## src/rtl/plat_sysctl_pkg.sv

```systemverilog
package plat_sysctl_pkg;

    // Port numbers and window layout
    localparam int RST_PORT   = 16'h0092;
    localparam int WIN_BASE   = 16'h0800;
    localparam int WIN_LEN    = 16'h0052;

    // Offsets inside the window
    localparam int OFF_CPUCFG = 8'h00;
    localparam int OFF_FEAT   = 8'h02;
    localparam int OFF_STAT   = 8'h03;
    localparam int OFF_LIGHT  = 8'h08;
    localparam int OFF_LOCK1  = 8'h10;
    localparam int OFF_LOCK2  = 8'h12;
    localparam int OFF_XFEAT  = 8'h18;
    localparam int OFF_SYSCTL = 8'h1C;
    localparam int OFF_L2     = 8'h23;
    localparam int OFF_MAP    = 8'h50;

    // Fixed identification values
    localparam logic [7:0] VAL_CPUCFG = 8'hEF;
    localparam logic [7:0] VAL_FEAT   = 8'hAD;
    localparam logic [7:0] VAL_STAT   = 8'hE0;
    localparam logic [7:0] VAL_XFEAT  = 8'h39;
    localparam logic [7:0] VAL_L2     = 8'h03;
    localparam logic [7:0] VAL_HOLE   = 8'hFF;

    localparam int SYSCTL_W = 4;

    typedef enum logic [3:0] {
        PID_OFF,
        PID_HOLE,
        PID_RST,
        PID_CPUCFG,
        PID_FEAT,
        PID_STAT,
        PID_XFEAT,
        PID_L2,
        PID_LIGHT,
        PID_LOCK1,
        PID_LOCK2,
        PID_SYSCTL,
        PID_MAP
    } port_id_e;

    typedef enum logic {
        ST_IDLE,
        ST_RESP
    } bus_state_e;

endpackage

```

## src/rtl/plat_sysctl_decode.sv

```systemverilog
module plat_sysctl_decode
    import plat_sysctl_pkg::*;
#(
    parameter int IO_AW = 16
) (
    input  logic [IO_AW-1:0] io_addr,
    output port_id_e         port_id
);

    localparam logic [IO_AW-1:0] BASE_A = IO_AW'(WIN_BASE);
    localparam logic [IO_AW-1:0] END_A  = IO_AW'(WIN_BASE + WIN_LEN);
    localparam logic [IO_AW-1:0] RST_A  = IO_AW'(RST_PORT);

    logic [IO_AW-1:0] off;
    logic             in_win;

    assign off    = io_addr - BASE_A;
    assign in_win = (io_addr >= BASE_A) && (io_addr < END_A);

    always_comb begin
        port_id = PID_OFF;
        if (io_addr == RST_A) begin
            port_id = PID_RST;
        end else if (in_win) begin
            port_id = PID_HOLE;
            case (off)
                IO_AW'(OFF_CPUCFG): port_id = PID_CPUCFG;
                IO_AW'(OFF_FEAT):   port_id = PID_FEAT;
                IO_AW'(OFF_STAT):   port_id = PID_STAT;
                IO_AW'(OFF_LIGHT):  port_id = PID_LIGHT;
                IO_AW'(OFF_LOCK1):  port_id = PID_LOCK1;
                IO_AW'(OFF_LOCK2):  port_id = PID_LOCK2;
                IO_AW'(OFF_XFEAT):  port_id = PID_XFEAT;
                IO_AW'(OFF_SYSCTL): port_id = PID_SYSCTL;
                IO_AW'(OFF_L2):     port_id = PID_L2;
                IO_AW'(OFF_MAP):    port_id = PID_MAP;
                default:            port_id = PID_HOLE;
            endcase
        end
    end

endmodule

```

## src/rtl/plat_sysctl_regs.sv

```systemverilog
module plat_sysctl_regs
    import plat_sysctl_pkg::*;
#(
    parameter int DW = 8
) (
    input  logic          clk,
    input  logic          rst_n,
    input  logic          wr_stb,
    input  port_id_e      port_id,
    input  logic [DW-1:0] wdata,
    output logic [DW-1:0] rd_data,
    output logic          soft_reset,
    output logic          disk_light,
    output logic          map_sparse
);

    logic [DW-1:0]       rst_byte_q;
    logic [SYSCTL_W-1:0] sysctl_q;
    logic                light_q;
    logic                map_q;

    always_ff @(posedge clk) begin
        if (!rst_n) begin
            rst_byte_q <= '0;
            sysctl_q   <= '0;
            light_q    <= 1'b0;
            map_q      <= 1'b0;
        end else if (wr_stb) begin
            unique case (port_id)
                PID_RST:    rst_byte_q <= wdata;
                PID_SYSCTL: sysctl_q   <= wdata[SYSCTL_W-1:0];
                PID_LIGHT:  light_q    <= wdata[0];
                PID_MAP:    map_q      <= wdata[0];
                default:    ;
            endcase
        end
    end

    always_comb begin
        unique case (port_id)
            PID_RST:    rd_data = rst_byte_q;
            PID_CPUCFG: rd_data = DW'(VAL_CPUCFG);
            PID_FEAT:   rd_data = DW'(VAL_FEAT);
            PID_STAT:   rd_data = DW'(VAL_STAT);
            PID_XFEAT:  rd_data = DW'(VAL_XFEAT);
            PID_L2:     rd_data = DW'(VAL_L2);
            PID_LIGHT:  rd_data = DW'(light_q);
            PID_LOCK1,
            PID_LOCK2:  rd_data = '0;
            PID_SYSCTL: rd_data = DW'(sysctl_q);
            PID_MAP:    rd_data = DW'(map_q);
            default:    rd_data = DW'(VAL_HOLE);
        endcase
    end

    assign soft_reset = rst_byte_q[0];
    assign disk_light = light_q;
    assign map_sparse = map_q;

endmodule

```

## src/rtl/plat_sysctl_remap.sv

```systemverilog
module plat_sysctl_remap #(
    parameter int CPU_AW    = 27,
    parameter int CONTIG_AW = 16,
    parameter int LOW_BITS  = 5,
    parameter int PAGE_LO   = 12,
    parameter int SHIFT     = 7
) (
    input  logic                      map_sparse,
    input  logic [CPU_AW-1:0]         cpu_addr,
    output logic [CPU_AW-SHIFT-1:0]   isa_port
);

    localparam int ISA_AW  = CPU_AW - SHIFT;
    localparam int PAGE_HI = CPU_AW - 1;
    localparam int PAD     = PAGE_LO - SHIFT;

    logic [ISA_AW-1:0] sparse_a;
    logic [ISA_AW-1:0] contig_a;

    assign sparse_a = ISA_AW'({cpu_addr[PAGE_HI:PAGE_LO], {PAD{1'b0}}})
                    | ISA_AW'(cpu_addr[LOW_BITS-1:0]);
    assign contig_a = ISA_AW'(cpu_addr[CONTIG_AW-1:0]);

    assign isa_port = map_sparse ? sparse_a : contig_a;

endmodule

```

## src/rtl/plat_sysctl.sv

```systemverilog
module plat_sysctl
    import plat_sysctl_pkg::*;
#(
    parameter int IO_AW  = 16,
    parameter int DW     = 8,
    parameter int CPU_AW = 27,
    parameter int SHIFT  = 7
) (
    input  logic                    clk,
    input  logic                    rst_n,
    input  logic                    io_req,
    input  logic                    io_we,
    input  logic [IO_AW-1:0]        io_addr,
    input  logic [DW-1:0]           io_wdata,
    output logic                    io_ready,
    output logic                    io_ack,
    output logic [DW-1:0]           io_rdata,
    output logic                    io_err,
    input  logic                    nvram_present,
    output logic                    soft_reset,
    output logic                    disk_light,
    output logic                    lock1_pulse,
    output logic                    lock2_pulse,
    input  logic [CPU_AW-1:0]       cpu_addr,
    output logic [CPU_AW-SHIFT-1:0] isa_port
);

    bus_state_e    state_q, state_d;
    port_id_e      port_id;
    logic [DW-1:0] rd_data;
    logic          map_sparse;
    logic          accept;
    logic          wr_stb;
    logic [DW-1:0] rdata_q;
    logic          err_q, lk1_q, lk2_q;

    plat_sysctl_decode #(.IO_AW(IO_AW)) u_decode (
        .io_addr (io_addr),
        .port_id (port_id)
    );

    assign accept = io_req && (state_q == ST_IDLE) && (port_id != PID_OFF);
    assign wr_stb = accept && io_we;

    plat_sysctl_regs #(.DW(DW)) u_regs (
        .clk        (clk),
        .rst_n      (rst_n),
        .wr_stb     (wr_stb),
        .port_id    (port_id),
        .wdata      (io_wdata),
        .rd_data    (rd_data),
        .soft_reset (soft_reset),
        .disk_light (disk_light),
        .map_sparse (map_sparse)
    );

    plat_sysctl_remap #(.CPU_AW(CPU_AW), .SHIFT(SHIFT)) u_remap (
        .map_sparse (map_sparse),
        .cpu_addr   (cpu_addr),
        .isa_port   (isa_port)
    );

    // state register
    always_ff @(posedge clk) begin
        if (!rst_n) state_q <= ST_IDLE;
        else        state_q <= state_d;
    end

    // next state
    always_comb begin
        state_d = state_q;
        unique case (state_q)
            ST_IDLE: if (accept) state_d = ST_RESP;
            ST_RESP: state_d = ST_IDLE;
            default: state_d = ST_IDLE;
        endcase
    end

    // response registers, loaded at the accepting edge
    always_ff @(posedge clk) begin
        if (!rst_n) begin
            rdata_q <= '0;
            err_q   <= 1'b0;
            lk1_q   <= 1'b0;
            lk2_q   <= 1'b0;
        end else if (accept) begin
            rdata_q <= rd_data;
            err_q   <= io_we && (port_id == PID_HOLE);
            lk1_q   <= io_we && (port_id == PID_LOCK1) && nvram_present;
            lk2_q   <= io_we && (port_id == PID_LOCK2) && nvram_present;
        end else begin
            err_q   <= 1'b0;
            lk1_q   <= 1'b0;
            lk2_q   <= 1'b0;
        end
    end

    // outputs from state
    always_comb begin
        io_ready    = 1'b0;
        io_ack      = 1'b0;
        io_rdata    = '0;
        io_err      = 1'b0;
        lock1_pulse = 1'b0;
        lock2_pulse = 1'b0;
        unique case (state_q)
            ST_IDLE: io_ready = 1'b1;
            ST_RESP: begin
                io_ack      = 1'b1;
                io_rdata    = rdata_q;
                io_err      = err_q;
                lock1_pulse = lk1_q;
                lock2_pulse = lk2_q;
            end
            default: ;
        endcase
    end

endmodule

```

## config.mk

```make
export PLATFORM = sky130hd
export DESIGN_NAME = plat_sysctl
export DESIGN_NICKNAME = d
export VERILOG_FILES = /design/src/rtl/plat_sysctl_pkg.sv /design/src/rtl/plat_sysctl_decode.sv /design/src/rtl/plat_sysctl_regs.sv /design/src/rtl/plat_sysctl_remap.sv /design/src/rtl/plat_sysctl.sv
export SDC_FILE = /design/constraint.sdc
export NUM_CORES = 1
export LEC_CHECK = 0
export CORE_ASPECT_RATIO = 0.7
export CORE_MARGIN = 1
export CORE_UTILIZATION = 39
export CTS_CLUSTER_SIZE = 14
export DETAILED_ROUTE_END_ITERATION = 8
export PLACE_DENSITY = 0.78
export SYNTH_ARGS = -nofsm -noshare
export SYNTH_HDL_FRONTEND = slang
export SYNTH_SLANG_ARGS = --single-unit
export TNS_END_PERCENT = 100
```

## constraint.sdc

```tcl
create_clock -name clk -period 3.15 [get_ports clk]
set_input_delay 0.945 -clock clk [delete_from_list [all_inputs] [get_ports clk]]
set_output_delay 0.945 -clock clk [all_outputs]
set_load 0.01 [all_outputs]
```

==> out/results.ini, run 1 <==
[floorplanning]
core-area_um2 = 4990
dieWidth_um = 89.9
fp-row-count = 21
die_h_um = 63.6
start_util = 0.423
die_area_um2 = 5720
ios = 91

[placed_design]
place_inst = 467
portBuffers = 80
place_congestion = 0.904
dpl.hpwl_um = 5750

[timing]
hold_viol = 0
finalSetupViolations = 1
post-route-min-period_ns = 3.16
slew_headroom = 0.578
period_share = 1.00
worstMarginPinSlew_ns = 0.630
skew_ns = 0.00221
setup_slack_ns = -0.00816
timing.fmax_ghz = 0.317
slew_viol_final = 0
finalSetupTns_ns = -0.00816

[routing]
wl_met1_um = 3450
drt_pass1_iterations = 5
wl_met3_um = 734
wl_met2_um = 3590
wl_per_cell_um = 16.6
routed-via-count = 2778
ant_nets = 0
vias_per_cell = 5.82
drcViolationCount = 0
drt_iter0_drc = 215
wirelength_um = 7910
top_layer = met4

[setup_path]
worstPathArrival_ns = 3.30
r2r-end = u_regs.sysctl_q[2]
r2r_cells = 6
cp_max_fo = 4
criticalPathCategory = in -> reg
startpoint_type = primary input
crit_path_end_kind = flop
r2r_slack_ns = 1.45
reg2reg_from = state_q
required_ns = 3.30

[finish]
stdcell_count = 477
multiInputGateArea_um2 = 1610
syn_to_final_growth_pct = 75.9
drive_above_1_share = 0.309
seqCellArea_um2 = 520
antenna_cells = 0
fillers = 375
fin_nets = 468

[clock_network]
cts_tree = done
clock_path_buffers = 2
clkTransAtPathRegs_ns = 0.08
numCtsBuffers = 3
root_buffer = clkbuf_8
insertion_delay_ns = 0.26
clock_sinks = 26
ctsHtreeMaxLevel = 1
hold_buffers = 0

[hold_path]
min_to = rdata_q[4]
hold_class = reg -> reg
hold_path_startpoint = u_regs.rst_byte_q[4]
whs_path_depth = 2

[power_and_ir_drop]
total_power_uw = 707
ir_drop_v = 0.000159
leakage_uw = 0.00142
powerDensity_nw_per_um2 = 190

[flow_run]
cap_violations = 0

[grt]
grt_pass1_wl_um = 12300
antenna_found_initial = 0
overflow = 0
grt_max_degree = 18
grt_pass1_vias = 2570
grt.total_usage = 0.268

[yosys]
synth_edf_count = 0
syn_nets = 324
synth_warnings = 0
ys.flop_type = dfxtp_1
synth.most_common_cell = dfxtp_1
synth_area_um2 = 2110
synth.largest_area_cell = dfxtp_1
yosysSeqAreaShare = 0.247
async_flop_share = 0
ys_ff_latch = 26
ys_top_cells_by_area = dfxtp_1 (25%), mux2_2 (5.9%), and2_1 (5.0%)
ys_top_cells_by_count = dfxtp_1 (26), nor2_1 (19), and2_1 (17)
synth_top_area_frac = 0.247
avgSynthCellArea_um2 = 7.94
postSynthCellCount = 266
yosys.cell_types.count = 61

[run_status]
status = complete, but fails checks
violations = negative setup slack

## timing repair
item	4_1_cts	5_1_grt
pin swaps	5	15
buffers inserted	2	5
gates resized for setup	13	31
setup endpoints to repair	14	14
## power by group
part | switching [µW] | leakage, µW | internal (µW) | total [µW]
Sequential | 0.0564 | 0.000209 | 328 | 328
Combinational | 80.5 | 0.00119 | 117 | 198
Clock | 95.0 | 0.0000216 | 85.6 | 181
## layout by cell type (no fill, tap or decap), drive strengths merged, types with 11 or more instances in the layout
cell type      count
and2              17
nor3              13
o21ai             16
dfxtp             26
a21oi             15
nand2             11
buf               77
mux2              11
clkdlybuf4s50     70
nor2              19
## area by class of cell
cell class,instances,share of cell area
Tap cell,69,0.0232
Multi-Input combinational cell,212,0.433
Timing Repair Buffer,157,0.382
Sequential cell,26,0.140
Clock buffer,3,0.0111
Inverter,10,0.0101
## state kept, by name (all words and copies together), names as in the netlist
| register | cells |
|---|---|
| u_regs.map_sparse | 1 |
| lk1_q | 1 |
| u_regs.disk_light | 1 |
| lk2_q | 1 |
| u_regs.rst_byte_q | 8 |
| rdata_q | 8 |
| err_q | 1 |
| state_q | 1 |
| u_regs.sysctl_q | 4 |
## per-layer routing
layer | up-vias | global-route usage
li1 | 1297 | -
met1 | 1302 | 0.362
met2 | 161 | 0.444
met3 | 18 | 0.0543
met4 | 0 | 0.0504
met5 | - | 0
## critical path, stage by stage
cell	delay (ns)
clkdlybuf4s50_1	0.44
or4_4	0.56
buf_4	0.16
a211oi_1	0.17
buf_4	0.18
nor3_2	0.07
buf_4	0.17
a21oi_1	0.18
buf_4	0.18
o21a_4	0.15
a31oi_1	0.09
## metrics by stage
stage	util	hold slack [ns]	instance area (µm²)	setup slack, ns
2_1_floorplan	-	0.433	2110	0.139
3_3_place_gp	0.689	0.447	3440	-0.370
3_5_place_dp	0.689	0.453	3440	-0.396
4_1_cts	0.711	0.464	3550	0.00976
5_1_grt	0.744	0.500	3710	-0.0884
6_report	0.744	0.472	3710	-0.00816
## worst max path at each step
stage	startpoint	endpoint	slack, ns	depth (start not counted)
3_3_place_gp	io_addr[7]	u_regs.sysctl_q[2]	-0.37	9
2_1_floorplan	io_addr[2]	rdata_q[3]	0.14	7
6_report	io_addr[0]	rdata_q[0]	-0.008	11
5_1_grt	io_addr[5]	rdata_q[5]	-0.09	11
3_5_place_dp	io_addr[7]	u_regs.sysctl_q[2]	-0.40	9
4_1_cts	io_addr[1]	rdata_q[3]	0.01	10
## cells by family (layout without fill, tap and decap cells)
group           Yosys count  in the layout  synth area share
simple gates            118            118             0.345
compound gates           70             70             0.224
flops                    26             26             0.247
mux                      20             20             0.101
fa+ha+maj                 2              2            0.0119
buf+inv                  28            170            0.0628
xor+xnor                  2              2           0.00830
Power figures use the tool's default switching activity.
==> run 2, diff against run 1 <==
--- a/config.mk
+++ b/config.mk
@@ -10,6 +10,7 @@
 export CORE_UTILIZATION = 39
 export CTS_CLUSTER_SIZE = 14
 export DETAILED_ROUTE_END_ITERATION = 8
+export MAX_ROUTING_LAYER = met4
 export PLACE_DENSITY = 0.78
 export SYNTH_ARGS = -nofsm -noshare
 export SYNTH_HDL_FRONTEND = slang
==> out/results.ini, run 2 (synthesis gave the netlist of run 1 again) <==
[power_and_ir_drop]
powerDensity_nw_per_um2 = 197  ; +3.8%
leakage_uw = 0.00147  ; +3.3%
ir_drop_v = 0.000124  ; -22%

[floorplanning]
dieWidth_um = 89.9  ; unchanged
fp-row-count = 21  ; unchanged
ios = 91  ; unchanged
die_h_um = 63.6  ; unchanged
die_area_um2 = 5720  ; unchanged
core-area_um2 = 4990  ; unchanged
start_util = 0.423  ; unchanged

[timing]
finalSetupTns_ns = 0  ; +0.00816 ns
whs_ns = 0.475  ; +0.00302 ns
slew_viol_final = 0  ; unchanged
skew_ns = 0.00287  ; +0.000659 ns
hold_viol = 0  ; unchanged
post-route-min-period_ns = 3.11  ; -0.0476 ns
setup_slack_ns = 0.0394  ; +0.0476 ns
period_share = 0.987  ; -0.0151
slew_headroom = 0.573  ; -0.00447
worstMarginPinSlew_ns = 0.640  ; +0.0101 ns
finalSetupViolations = 0  ; -1
timing.fmax_ghz = 0.321  ; +1.5%

[finish]
layout_commonest_cell = buf_4
drive_above_1_share = 0.328  ; +0.0196
utilization = 0.762  ; +0.0183
syn_to_final_growth_pct = 80.3
final_cell_mix = buf_4 (76), clkdlybuf4s50_1 (68), dfxtp_1 (26)
fin_area_um2 = 3800  ; +2.5%
top_regs = rdata_q (8), u_regs.rst_byte_q (8), u_regs.sysctl_q (4)
fin_nets = 470  ; +0.43%
antenna_cells = 0  ; unchanged

[routing]
drt_pass1_iterations = 5  ; unchanged
drcViolationCount = 0  ; unchanged
routed-via-count = 2873  ; +3.4%
wl_per_cell_um = 17.3  ; +4.1%
vias_per_cell = 5.99  ; +2.8%
ant_nets = 0  ; unchanged
wirelength_um = 8290  ; +4.8%
drt_iter0_drc = 308  ; +43%

[setup_path]
cp_max_fo = 4  ; unchanged
worstPathArrival_ns = 3.26  ; -0.04 ns
startpoint_type = primary input
r2r_cells = 6  ; unchanged
r2r_slack_ns = 1.37  ; -0.08 ns
crit_path_end_kind = flop
required_ns = 3.30  ; about the same
r2r-end = u_regs.rst_byte_q[7]
reg2reg_from = state_q
criticalPathCategory = in -> reg

[grt]
grt_pass1_vias = 2531  ; -1.5%
antenna_found_initial = 0  ; unchanged
grt_max_degree = 18  ; unchanged
grt_pass1_wl_um = 12000  ; -2.6%
overflow = 0  ; unchanged
grt.total_usage = 0.270  ; +0.00241

[clock_network]
ctsHtreeMaxLevel = 1  ; unchanged
hold_buffers = 0  ; unchanged
root_buffer = clkbuf_8
clock_path_buffers = 2  ; unchanged
insertion_delay_ns = 0.27  ; about the same
clkTransAtPathRegs_ns = 0.08  ; about the same
numCtsBuffers = 3  ; unchanged
cts_tree = done
clock_sinks = 26  ; unchanged

[flow_run]
cap_violations = 0  ; unchanged

[run_status]
status = complete, no violations

[placed_design]
placed_cell_area_um2 = 3440  ; unchanged
dpl.hpwl_um = 5790  ; +0.69%
portBuffers = 80  ; unchanged
place_ws_ns = -0.422  ; -0.0260 ns
place_congestion = 0.921  ; +1.8%

[hold_path]
hold_class = reg -> reg
whs_path_depth = 2  ; unchanged
min_to = rdata_q[4]
hold_path_startpoint = u_regs.rst_byte_q[4]

## run 2: repair_timing
item / in CTS / in global routing
endpoints found under the hold margin: 0 / 0
pin swaps: 5 / 21
endpoints found under the setup margin: 14 / 17
setup buffers: 0 / 9
gates resized for setup: 12 / 47
## run 2: how the worst max path moves through the flow
stage,slack [ns],end,from
2_1_floorplan,0.14,rdata_q[3],io_addr[2]
3_3_place_gp,-0.38,u_regs.sysctl_q[2],io_addr[7]
3_5_place_dp,-0.42,u_regs.sysctl_q[0],io_addr[7]
4_1_cts,-0.007,rdata_q[3],io_addr[0]
5_1_grt,-0.03,u_regs.sysctl_q[0],io_addr[11]
6_report,0.04,rdata_q[0],io_addr[0]
## run 2: layer usage
metal / up-vias / wire, µm / track usage
met4: 0 / 218 / 0.0685
met5: - / 0 / -
met3: 34 / 924 / 0.0628
met2: 223 / 3690 / 0.413
li1: 1310 / - / -
met1: 1306 / 3450 / 0.360
## run 2: power by group
part,switching [µW],internal [µW],total [µW]
logic,89.0,122,211
clock network,100,112,212
registers,0.0567,328,328
## run 2: area by class of cell
cell class	instances	area [µm²]
Inverter	10	37.5
Sequential cell	26	520
Timing Repair Buffer	159	1440
Fill cell	350	1190
Multi-Input combinational cell	212	1670
Clock buffer	4	55.1
Tap cell	69	86.3
## run 2: worst max-delay path, cell delays in order
cell             delay [ns]
clkdlybuf4s50_1        0.45
or4_4                  0.56
buf_4                  0.16
a211oi_1               0.17
buf_4                  0.18
or3_4                  0.16
nor3_2                 0.05
buf_4                  0.18
a221oi_1               0.29
a31oi_1                0.12
## run 2: through the flow
stage / power [µW] / cells
after floorplan: 396 / 266
after global placement: 515 / 467
after detailed placement: 518 / 467
after CTS: 728 / 471
after global routing: 781 / 480
final: 751 / 480
